$ cat config.mk
export PLATFORM = sky130hd
export DESIGN_NAME = dual_product_sum
export DESIGN_NICKNAME = d
export VERILOG_FILES = /design/src/rtl/dms_pkg.sv /design/src/rtl/dms_operand_pair.sv /design/src/rtl/dms_product.sv /design/src/rtl/dms_stage.sv /design/src/rtl/dms_sum_reg.sv /design/src/rtl/dual_product_sum.sv
export SDC_FILE = /design/constraint.sdc
export NUM_CORES = 1
export LEC_CHECK = 0
export BUFFER_PORTS_ARGS = -buffer_cell sky130_fd_sc_hd__buf_2
export CAP_MARGIN = 5
export CORE_UTILIZATION = 50
export CTS_BUF_LIST = sky130_fd_sc_hd__clkbuf_4 sky130_fd_sc_hd__clkbuf_8
export DETAILED_ROUTE_END_ITERATION = 8
export HOLD_SLACK_MARGIN = 0.05
export PLACE_DENSITY = 0.75
export SYNTH_ARGS = -nofsm -noshare
export SYNTH_HDL_FRONTEND = slang
export SYNTH_SLANG_ARGS = --single-unit
export TNS_END_PERCENT = 10
$ cat constraint.sdc
create_clock -name clk -period 4.33 [get_ports clk]
set_clock_uncertainty 0.05 [all_clocks]
set_input_delay 1.299 -clock clk [delete_from_list [all_inputs] [get_ports clk]]
set_output_delay 1.299 -clock clk [all_outputs]
set_load 0.05 [all_outputs]
$ cat src/rtl/dms_pkg.sv
package dms_pkg;

    typedef enum logic {
        BANK_AB = 1'b0,
        BANK_CD = 1'b1
    } bank_e;

    localparam int unsigned NUM_PAIRS = 2;

endpackage

$ cat src/rtl/dms_operand_pair.sv
module dms_operand_pair #(
    parameter int unsigned W = 8
) (
    input  logic         clk,
    input  logic         rst_n,
    input  logic         load,
    input  logic [W-1:0] in_hi,
    input  logic [W-1:0] in_lo,
    output logic [W-1:0] nxt_hi,
    output logic [W-1:0] nxt_lo,
    output logic [W-1:0] q_hi,
    output logic [W-1:0] q_lo
);

    always_comb begin
        nxt_hi = load ? in_hi : q_hi;
        nxt_lo = load ? in_lo : q_lo;
    end

    always_ff @(posedge clk or negedge rst_n) begin
        if (!rst_n) begin
            q_hi <= '0;
            q_lo <= '0;
        end else begin
            q_hi <= nxt_hi;
            q_lo <= nxt_lo;
        end
    end

    // a write lands exactly the presented data
    p_load_r2: assert property (@(posedge clk) disable iff (!rst_n)
        load |=> (q_hi == $past(in_hi) && q_lo == $past(in_lo)));

    // without a write the pair keeps its contents
    p_hold_r3: assert property (@(posedge clk) disable iff (!rst_n)
        !load |=> ($stable(q_hi) && $stable(q_lo)));

endmodule

$ cat src/rtl/dms_product.sv
module dms_product #(
    parameter int unsigned W = 8
) (
    input  logic [W-1:0]   a,
    input  logic [W-1:0]   b,
    output logic [2*W-1:0] p
);

    always_comb begin
        p = (2*W)'(a) * (2*W)'(b);
    end

endmodule

$ cat src/rtl/dms_stage.sv
module dms_stage #(
    parameter int unsigned WIDTH = 16
) (
    input  logic             clk,
    input  logic             rst_n,
    input  logic [WIDTH-1:0] d,
    output logic [WIDTH-1:0] q
);

    always_ff @(posedge clk or negedge rst_n) begin
        if (!rst_n) q <= '0;
        else        q <= d;
    end

endmodule

$ cat src/rtl/dms_sum_reg.sv
module dms_sum_reg #(
    parameter int unsigned PW = 16
) (
    input  logic          clk,
    input  logic          rst_n,
    input  logic [PW-1:0] p0,
    input  logic [PW-1:0] p1,
    output logic [PW-1:0] sum_q,
    output logic          carry_q
);

    logic [PW:0] total;

    always_comb begin
        total = {1'b0, p0} + {1'b0, p1};
    end

    always_ff @(posedge clk or negedge rst_n) begin
        if (!rst_n) begin
            sum_q   <= '0;
            carry_q <= 1'b0;
        end else begin
            sum_q   <= total[PW-1:0];
            carry_q <= total[PW];
        end
    end

endmodule

$ cat src/rtl/dual_product_sum.sv
module dual_product_sum
    import dms_pkg::*;
#(
    parameter int unsigned DATA_W  = 8,
    parameter bit          PIPE_EN = 1'b1
) (
    input  logic                clk,
    input  logic                rst_n,
    input  logic                wr_en,
    input  logic                bank_sel,
    input  logic [DATA_W-1:0]   data_hi,
    input  logic [DATA_W-1:0]   data_lo,
    output logic [DATA_W-1:0]   view_hi,
    output logic [DATA_W-1:0]   view_lo,
    output logic [2*DATA_W-1:0] sum_out,
    output logic                carry_out
);

    localparam int unsigned PROD_W = 2 * DATA_W;
    localparam int unsigned SUM_W  = PROD_W + 1;

    bank_e sel_bank;
    assign sel_bank = bank_e'(bank_sel);

    logic [DATA_W-1:0] hi_q [NUM_PAIRS];
    logic [DATA_W-1:0] lo_q [NUM_PAIRS];
    logic [DATA_W-1:0] hi_n [NUM_PAIRS];
    logic [DATA_W-1:0] lo_n [NUM_PAIRS];
    logic [PROD_W-1:0] prod   [NUM_PAIRS];
    logic [PROD_W-1:0] prod_s [NUM_PAIRS];

    for (genvar g = 0; g < NUM_PAIRS; g++) begin : g_pair
        logic load_g;
        assign load_g = wr_en && (sel_bank == bank_e'(g[0]));

        dms_operand_pair #(.W(DATA_W)) u_pair (
            .clk    (clk),
            .rst_n  (rst_n),
            .load   (load_g),
            .in_hi  (data_hi),
            .in_lo  (data_lo),
            .nxt_hi (hi_n[g]),
            .nxt_lo (lo_n[g]),
            .q_hi   (hi_q[g]),
            .q_lo   (lo_q[g])
        );

        dms_product #(.W(DATA_W)) u_mul (
            .a (hi_q[g]),
            .b (lo_q[g]),
            .p (prod[g])
        );

        if (PIPE_EN) begin : g_pipe
            dms_stage #(.WIDTH(PROD_W)) u_stage (
                .clk   (clk),
                .rst_n (rst_n),
                .d     (prod[g]),
                .q     (prod_s[g])
            );
        end else begin : g_flat
            assign prod_s[g] = prod[g];
        end
    end

    dms_sum_reg #(.PW(PROD_W)) u_sum (
        .clk     (clk),
        .rst_n   (rst_n),
        .p0      (prod_s[0]),
        .p1      (prod_s[1]),
        .sum_q   (sum_out),
        .carry_q (carry_out)
    );

    always_ff @(posedge clk or negedge rst_n) begin
        if (!rst_n) begin
            view_hi <= '0;
            view_lo <= '0;
        end else begin
            unique case (sel_bank)
                BANK_AB: begin
                    view_hi <= hi_n[0];
                    view_lo <= lo_n[0];
                end
                BANK_CD: begin
                    view_hi <= hi_n[1];
                    view_lo <= lo_n[1];
                end
                default: begin
                    view_hi <= hi_n[0];
                    view_lo <= lo_n[0];
                end
            endcase
        end
    end

    // Checker-side exact sum taken directly from the operand registers
    logic [SUM_W-1:0] exact_now;
    assign exact_now = SUM_W'(hi_q[0]) * SUM_W'(lo_q[0])
                     + SUM_W'(hi_q[1]) * SUM_W'(lo_q[1]);

    // output equals the exact sum, delayed by the stage count
    if (PIPE_EN) begin : g_chk_pipe
        p_latency_r4: assert property (@(posedge clk) disable iff (!rst_n)
            {carry_out, sum_out} == $past(exact_now, 2));
    end else begin : g_chk_flat
        p_latency_r4: assert property (@(posedge clk) disable iff (!rst_n)
            {carry_out, sum_out} == $past(exact_now, 1));
    end

    // view shows the pair chosen at the previous edge, current contents
    p_view_r5: assert property (@(posedge clk) disable iff (!rst_n)
        {view_hi, view_lo} == ($past(bank_sel) ? {hi_q[1], lo_q[1]}
                                               : {hi_q[0], lo_q[0]}));

    // registers sit at zero while reset is held
    always @(posedge clk) begin
        if (!rst_n) begin
            p_reset_r6: assert (sum_out == '0 && !carry_out
                                && view_hi == '0 && view_lo == '0);
        end
    end

endmodule

# [Yosys cells after proc, flatten, opt, wreduce, memory -nomap -nowiden]
# Index checks and enable logic that the tools add are counted.
[op_classes] mux=6 addsub=1 multipliers=2 bitwise_logic=1 n_reduce_logical=2
[ops] op="8-bit by 8-bit multiplier with 16-bit output" count=2
[ops] op="8-bit 2-to-1 mux" count=4
[ops] op="8-bit one-hot mux with 2 select lines" count=2
[ops] op="16-bit by 16-bit adder with 17-bit output" count=1
[ops] op="1-bit logical AND" count=2
[ops] op="1-bit NOT" count=1
[word_totals] output_inout_bits=33 wordCells=22 register_bits=97 in_bits=20

# [Longest topological paths before layout]
# Gate-level depths: netlist of the first run.
[depth] word_depth=4 mapped_depth=16 mapped_depth_nobuf=15

# [Modules after synthesis]
# Synthesis of the first run repeated with hierarchy kept, for this count alone.
[hier_totals] cells_unflattened=741 area_unflattened_um2=8185.4
[by_module_without_submodules] module="dms_product at g_pair[1].u_mul" seq_area_each_um2=0.0 cells_each=243 n_inst=1 area_per_inst_um2=2125.8
[by_module_without_submodules] module="dms_product at g_pair[0].u_mul" seq_area_each_um2=0.0 cells_each=243 n_inst=1 area_per_inst_um2=2114.5
[by_module_without_submodules] module="dms_operand_pair" seq_area_each_um2=400.4 cells_each=34 n_inst=2 area_per_inst_um2=649.4
[by_module_without_submodules] module="dms_sum_reg" seq_area_each_um2=425.4 cells_each=119 n_inst=1 area_per_inst_um2=1187.4
[by_module_without_submodules] module="dms_stage" seq_area_each_um2=400.4 cells_each=16 n_inst=2 area_per_inst_um2=400.4
[by_module_without_submodules] module="dual_product_sum" seq_area_each_um2=400.4 cells_each=36 n_inst=1 area_per_inst_um2=658.1

# [Worst setup path before layout of the first run]
# Ideal clock, no wire load.
[synth_timing] kind="reg2reg" from="reg g_pair[0].u_pair.q_lo[7]" to="reg g_pair[0].g_pipe.u_stage.q[15]" setup_time_ns=0.099 arrival_ns=3.900 required_ns=4.181 period_less_slack_ns=4.049 n_path_buf=1 path_slack_ns=0.281 path_stages_with_launch=16 cell_sequence="dfrtp_1 -> clkbuf_1 -> nand2_1 -> fa_1 -> fa_1 -> inv_1 -> fa_1 -> inv_1 -> fa_1 -> inv_1 -> ha_1 -> o21a_1 -> o31ai_2 -> a211oi_1 -> nor2_1 -> a311oi_1"
[synth_between] elab_chain_cells=1
[synth_rtl] element="from (decl)" line_no="dms_operand_pair.sv:12" source="output logic [W-1:0] q_lo"
[synth_rtl] element="from (signal assigned)" line_no="dms_operand_pair.sv:26" source="q_lo <= nxt_lo;"
[synth_rtl] element="8-bit by 8-bit multiplier with 16-bit output" line_no="dms_product.sv:10" source="p = (2*W)'(a) * (2*W)'(b);"
[synth_rtl] element="named net g_pair[0].g_pipe.u_stage.d[15]" line_no="dms_stage.sv:6" source="input logic [WIDTH-1:0] d,"
[synth_rtl] element="to (signal assigned)" line_no="dms_stage.sv:11" source="if (!rst_n) q <= '0;"
[synth_rtl] element="to (signal assigned)" line_no="dms_stage.sv:12" source="else q <= d;"
[synth_rtl] element="to (decl)" line_no="dms_stage.sv:7" source="output logic [WIDTH-1:0] q"
# The timed path passes the listed nets, and every way through them passes these cells.

# [Worst setup path after layout of the first run]
[layout_timing] from="reg g_pair[1].u_pair.q_lo[3]" to="reg g_pair[1].g_pipe.u_stage.q[13]"
[layout_between] elab_chain_cells=1
[layout_rtl] element="from (decl)" line_no="dms_operand_pair.sv:12"
[layout_rtl] element="from (signal assigned)" line_no="dms_operand_pair.sv:26"
[layout_rtl] element="8-bit by 8-bit multiplier with 16-bit output" line_no="dms_product.sv:10"
[layout_rtl] element="named net g_pair[1].g_pipe.u_stage.d[13]" line_no="dms_stage.sv:6"
[layout_rtl] element="to (signal assigned)" line_no="dms_stage.sv:11"
[layout_rtl] element="to (signal assigned)" line_no="dms_stage.sv:12"
[layout_rtl] element="to (decl)" line_no="dms_stage.sv:7"
# The timed path passes the listed nets, and every way through them passes these cells.

==> impl_metrics.ini, run 1 <==
[cells_and_area]
mostFrequentLayoutCell = inv_1
mostFrequentLayoutCells = inv_1, and2_1, dfrtp_1
drive_gt1_share_pct = 18.6
areaGrowthSynthToFinish_pct = 10.3
antenna_cells = 0
final_cell_area_mm2 = 0.00899
layout.nets = 1033

[timing]
fin_crit_ns = 4.18
slew-limit-headroom_pct = 61.1
grt_setup_unrepaired = yes
slew_violations = 0
maxClockFrequency_mhz = 239
timing_hold_violations_final = 0
setup_viol = 0
fin_crit_share_pct = 96.5
tightest_slew_ns = 0.584

[worst_setup_path]
worstPathArrival_ns = 4.43
cp_capture_type = flip-flop
cpPeakStageDelay_ns = 0.54
critPathTopFamily = adder cells
start_kind = flip-flop
worst_path_most_repeated_cell = fa_1
cp_cell_sequence = nand2_1 -> fa_1 -> fa_1 -> inv_1 -> fa_1 -> inv_1 -> fa_1 -> inv_1 -> ha_1 -> o21a_1 -> o31ai_2 -> a21o_1 -> or4b_1 -> nand4_1
cp_max_fo = 9
crit_buf_inv = 3
worst_path_max_delay_cell = fa_1
reg2reg_setup_slack_ns = 0.15
criticalPathCategory = flip-flop to flip-flop
worst_ep_required_time_ns = 4.58

[grt]
grt_antenna_before_repair = 0
grt_remaining_overflow = 0
maximum_number_of_pins_on_one_net_before_global_route_repair = 47
grt_first_pass_wirelength_mm = 28.1
grt_pass1_vias = 5700
grtUsageTotal_pct = 21.7

[flow_run]
timing.max_cap.violations = 0

[placement]
gp_routability_congestion = 0.868
place.port_buffers = 52
detailed_place.area_mm2 = 0.00873
hpwl_reported_at_the_end_of_detailed_placement_mm = 13.3

[status]
outcome = finished, final reports clean

[route]
detail-route-antenna-nets = 0
drc = 0
detailroute.via_count = 5540
first_iter_violations = 262
drt_wl_total_mm = 16.3
vias_per_cell = 5.16
wire_per_inst_um = 15.1
detailed_routing_iteration_count_for_the_pre_antenna_repair_pass = 5

[floorplan]
die_width_um = 130
die-area_mm2 = 0.0168
die_y_um = 130
i_o_pin_count = 53
coreArea_mm2 = 0.0159
initial_utilization_pct = 51.3
rows = 46

[clock_network]
clkLatencyLatePin_ns = 0.38
cts_root_buf = clkbuf_8
cts_tree = built
clk_pin_slew_worst_paths_ns = 0.09
clock_path_buffers = 2
htreeDepth = 3
numCtsBuffers = 9
cts.sinks = 97

[yosys]
yosys_warnings = 0
postSynthCellCount = 782
synth_enable_flop_cells = 0
ys_types = 51
synth_fp_nets = 963
share_of_flip_flops_with_an_asynchronous_set_or_reset_after_synthesis_pct = 100
ys_dominant_reg_cell = dfrtp_1
post_synth_instance_area_mm2 = 0.00815
synth.yosys.seq_area_share_pct = 29.8
synth_area_per_cell_um2 = 10.4
synth_seq_cells = 97

[worst_hold_path]
hold_path.class = flip-flop to flip-flop
## cells by family after synthesis
logic type                 share of synthesized area, %
adders and majority gates                          31.4
buffers and inverters                              6.00
AOI/OAI and AO/OA                                  8.15
muxes                                              7.58
and+or+nand+nor                                    14.2
xor gates and xnor gates                           2.90
DFF                                                29.8
## cell type report
type                    count  area [um2]
clock buffers              11         151
multi-input cells         561        5260
fillers                  1344        6900
clock inverters             5        38.8
well taps                 216         270
repair buffers             72         410
inverters                 111         417
flip-flops and latches     97        2440
## layer usage
layer,routed length [um],global-route usage [%]
met5,0,0
met4,296,6.84
met3,621,4.22
met2,7480,35.1
met1,7860,29.6
## Yosys cell counts (3+ instances only)
master	count	area [um2]
nand3_1	5	25.0
xnor2_1	18	158
inv_1	111	417
o21a_1	3	22.5
a211oi_1	8	60.1
nand2_1	60	225
xor2_1	9	78.8
ha_1	88	1100
clkbuf_1	9	33.8
nor2b_1	5	31.3
mux2_2	38	428
a21o_1	14	105
mux2i_1	4	40.0
o21ai_0	26	130
a31oi_1	4	25.0
dfrtp_1	97	2430
nor3_1	14	70.1
mux2_4	10	150
buf_6	3	33.8
o211ai_1	3	22.5
nor2_1	20	75.1
nand4_1	5	31.3
fa_1	73	1460
a21oi_1	26	130
nand2b_1	4	25.0
and2_1	92	576
## sequential cells by signal, summed over array words and instances (netlist names)
name                     flops
u_sum.sum_q                 16
view_hi                      8
g_pair.g_pipe.u_stage.q     32
g_pair.u_pair.q_hi          16
view_lo                      8
u_sum.carry_q                1
g_pair.u_pair.q_lo          16
## metrics by stage
step / hold slack (ns) / instances / setup slack [ns] / util (%) / setup TNS [ns]
2_1_floorplan: 0.393 / 782 / 0.281 / - / 0
4_1_cts: 0.450 / 1068 / 0.0000715 / 56.2 / 0
5_1_grt: 0.474 / 1073 / -0.0333 / 56.6 / -0.0399
3_3_place_gp: 0.423 / 1052 / 0.0366 / 54.9 / 0
3_5_place_dp: 0.424 / 1052 / -0.00872 / 54.9 / -0.00872
6_report: 0.446 / 1073 / 0.151 / 56.6 / 0
## worst reg2reg max path, stage by stage (launching register included)
cell,delay [ns]
dfrtp_1,0.50
nand2_1,0.12
fa_1,0.49
fa_1,0.54
inv_1,0.05
fa_1,0.47
inv_1,0.05
fa_1,0.48
inv_1,0.04
ha_1,0.32
o21a_1,0.16
o31ai_2,0.09
a21o_1,0.20
or4b_1,0.47
nand4_1,0.09
## repair_timing
item	4_1_cts	5_1_grt
endpoints found under the setup margin	2	4
pin swaps	0	2
resized for setup	6	11
buffers inserted	0	5
hold buffers	0	0
cloned	0	0
## final timing paths
check	start	end	cells after the start
max	g_pair[1].u_pair.q_lo[3]$_DFF_PN0_	g_pair[1].g_pipe.u_stage.q[13]$_DFF_PN0_	14
min	g_pair[0].g_pipe.u_stage.q[0]$_DFF_PN0_	u_sum.sum_q[0]$_DFF_PN0_	1
max reg2reg	g_pair[1].u_pair.q_lo[3]$_DFF_PN0_	g_pair[1].g_pipe.u_stage.q[13]$_DFF_PN0_	14
min reg2reg	g_pair[0].g_pipe.u_stage.q[0]$_DFF_PN0_	u_sum.sum_q[0]$_DFF_PN0_	1
max in group asynchronous	rst_n	g_pair[0].u_pair.q_hi[3]$_DFF_PN0_	2
min in group asynchronous	rst_n	g_pair[1].g_pipe.u_stage.q[6]$_DFF_PN0_	1
Power of run 1 is not shown: default switching activity piles up to over one toggle a cycle in this logic, so the estimate is an artifact.
==> run 2: changes to the inputs <==
Settings changed: BUFFER_PORTS_ARGS -buffer_cell sky130_fd_sc_hd__buf_2 to default, CORE_ASPECT_RATIO from default to 0.6, DONT_BUFFER_PORTS from default to 1, PLACE_DENSITY 0.75 to 0.73.
==> run 2 against run 1 <==
Cell count shrank 4.9%. Design area shrank 1.4%. Non-clock buffer count shrank 40. Register-to-register slack lost 0.04 ns. Hold slack gained 0.049 ns.
==> impl_metrics.ini, run 2 (synthesized netlist as in run 1, its figures left out) <==
[status]
outcome = finished, final reports clean

[cells_and_area]
largest_register_ff_count = 32
seq_area_mm2 = 0.00244
stdcell_count = 1020
regMostFlops = g_pair.g_pipe.u_stage.q
mostFrequentLayoutCell = inv_1
layout.nets = 993
multi_input_comb_area_mm2 = 0.00530
areaGrowthSynthToFinish_pct = 8.69
fill_cells = 1338
antenna_cells = 0
mostFrequentLayoutCells = inv_1, and2_1, ha_1
drive_gt1_share_pct = 15.8

[placement]
gp_routability_congestion = 0.892
hpwl_reported_at_the_end_of_detailed_placement_mm = 13.7
place.port_buffers = 0
worst_slack_at_placement_ns = -0.00665
dp_cells = 1000

[route]
vias_per_cell = 5.39
first_iter_violations = 353
detailed_routing_iteration_count_for_the_pre_antenna_repair_pass = 5
drt_wl_total_mm = 17.5
drc = 0
wire_per_inst_um = 17.1
detailroute.via_count = 5500
detail-route-antenna-nets = 0

[floorplan]
die-area_mm2 = 0.0168
coreArea_mm2 = 0.0156
i_o_pin_count = 53
die_width_um = 167
rows = 35
die_y_um = 101
initial_utilization_pct = 52.1

[clock_network]
clock_path_buffers = 2
htreeDepth = 3
cts_root_buf = clkbuf_8
clk_pin_slew_worst_paths_ns = 0.10
ctsHoldBuffers = 0
cts.sinks = 97
clkLatencyLatePin_ns = 0.38
cts_tree = built
numCtsBuffers = 9

[worst_setup_path]
worstPathArrival_ns = 4.46
start_kind = flip-flop
cp_max_fo = 5
launching_instance_or_port_of_the_critical_path = g_pair[1].u_pair.q_hi[5]$_DFF_PN0_
worst_ep_required_time_ns = 4.58
setup.worst_path.end = g_pair[1].g_pipe.u_stage.q[12]$_DFF_PN0_
criticalPathCategory = flip-flop to flip-flop
worst_r2r_path_depth = 15
reg2reg_from = g_pair[1].u_pair.q_hi[5]$_DFF_PN0_
cp_capture_type = flip-flop
r2r-end = g_pair[1].g_pipe.u_stage.q[12]$_DFF_PN0_
reg2reg_setup_slack_ns = 0.12

[timing]
tightest_slew_ns = 0.454
fin_crit_ns = 4.21
slew_violations = 0
timing_hold_violations_final = 0
fin_crit_share_pct = 97.3
maxClockFrequency_mhz = 237
timing.final.ws_setup_ns = 0.116
grt_setup_unrepaired = yes
slew-limit-headroom_pct = 69.6
final.setup.tns_ns = 0
setup_viol = 0

[flow_run]
timing.max_cap.violations = 0

[worst_hold_path]
hold_path.class = flip-flop to flip-flop

[grt]
grtUsageTotal_pct = 22.1
grt_pass1_vias = 5400
grt_remaining_overflow = 0
maximum_number_of_pins_on_one_net_before_global_route_repair = 98
grt_antenna_before_repair = 0
grt_first_pass_wirelength_mm = 28.6
-- run 2: critical path, stage by stage (launching register included) --
cell and delay, ns:
dfrtp_1 0.42, buf_4 0.16, and2_1 0.16, fa_1 0.46, fa_1 0.50, fa_1 0.48
inv_1 0.05, fa_1 0.47, inv_1 0.04, ha_1 0.20, buf_4 0.16, nor3_2 0.20
o211ai_1 0.21, buf_4 0.19, a41oi_1 0.24, xnor2_1 0.15
-- run 2: area by class of cell --
cell class | count | share of cell area (%)
Clock buffer | 10 | 1.55
Clock inverter | 6 | 0.833
Inverter | 111 | 4.70
Multi-Input combinational cell | 561 | 59.8
Sequential cell | 97 | 27.6
Tap cell | 203 | 2.87
Timing Repair Buffer | 32 | 2.68
-- run 2: what timing repair did --
action                     4_1_cts  5_1_grt
gates cloned                     0        0
pin swaps                        0        5
setup buffers                    0        4
resized for setup                2       27
setup endpoints to repair        2        9
-- run 2: per-stage QoR --
step                      cell area (um2)  util, %  hold WS [ns]
after CTS                            8760     56.0         0.493
after floorplan                      8150        -         0.393
after detailed placement             8550     54.7         0.458
after global placement               8550     54.7         0.451
after global routing                 8860     56.7         0.505
final                                8860     56.7         0.495
-- run 2: worst min-delay path by stage --
stage,slack [ns],cells past startpoint,end,from
floorplan,0.39,1,u_sum.sum_q[0]$_DFF_PN0_,g_pair[1].g_pipe.u_stage.q[0]$_DFF_PN0_
global placement,0.45,1,u_sum.sum_q[0]$_DFF_PN0_,g_pair[1].g_pipe.u_stage.q[0]$_DFF_PN0_
detailed placement,0.46,1,u_sum.sum_q[0]$_DFF_PN0_,g_pair[1].g_pipe.u_stage.q[0]$_DFF_PN0_
CTS,0.49,1,u_sum.sum_q[0]$_DFF_PN0_,g_pair[1].g_pipe.u_stage.q[0]$_DFF_PN0_
global route,0.51,1,u_sum.sum_q[0]$_DFF_PN0_,g_pair[1].g_pipe.u_stage.q[0]$_DFF_PN0_
finish,0.50,1,u_sum.sum_q[0]$_DFF_PN0_,g_pair[1].g_pipe.u_stage.q[0]$_DFF_PN0_
-- run 2: metal layers --
metal / vias to the layer above / routed length (um) / global-route usage, %
li1: 2633 / - / -
met1: 2673 / 9150 / 35.1
met2: 179 / 6890 / 29.7
met5: - / 0 / 0
met4: 0 / 133 / 4.06
met3: 15 / 1300 / 5.69
Power of run 2 is left out for the same reason.
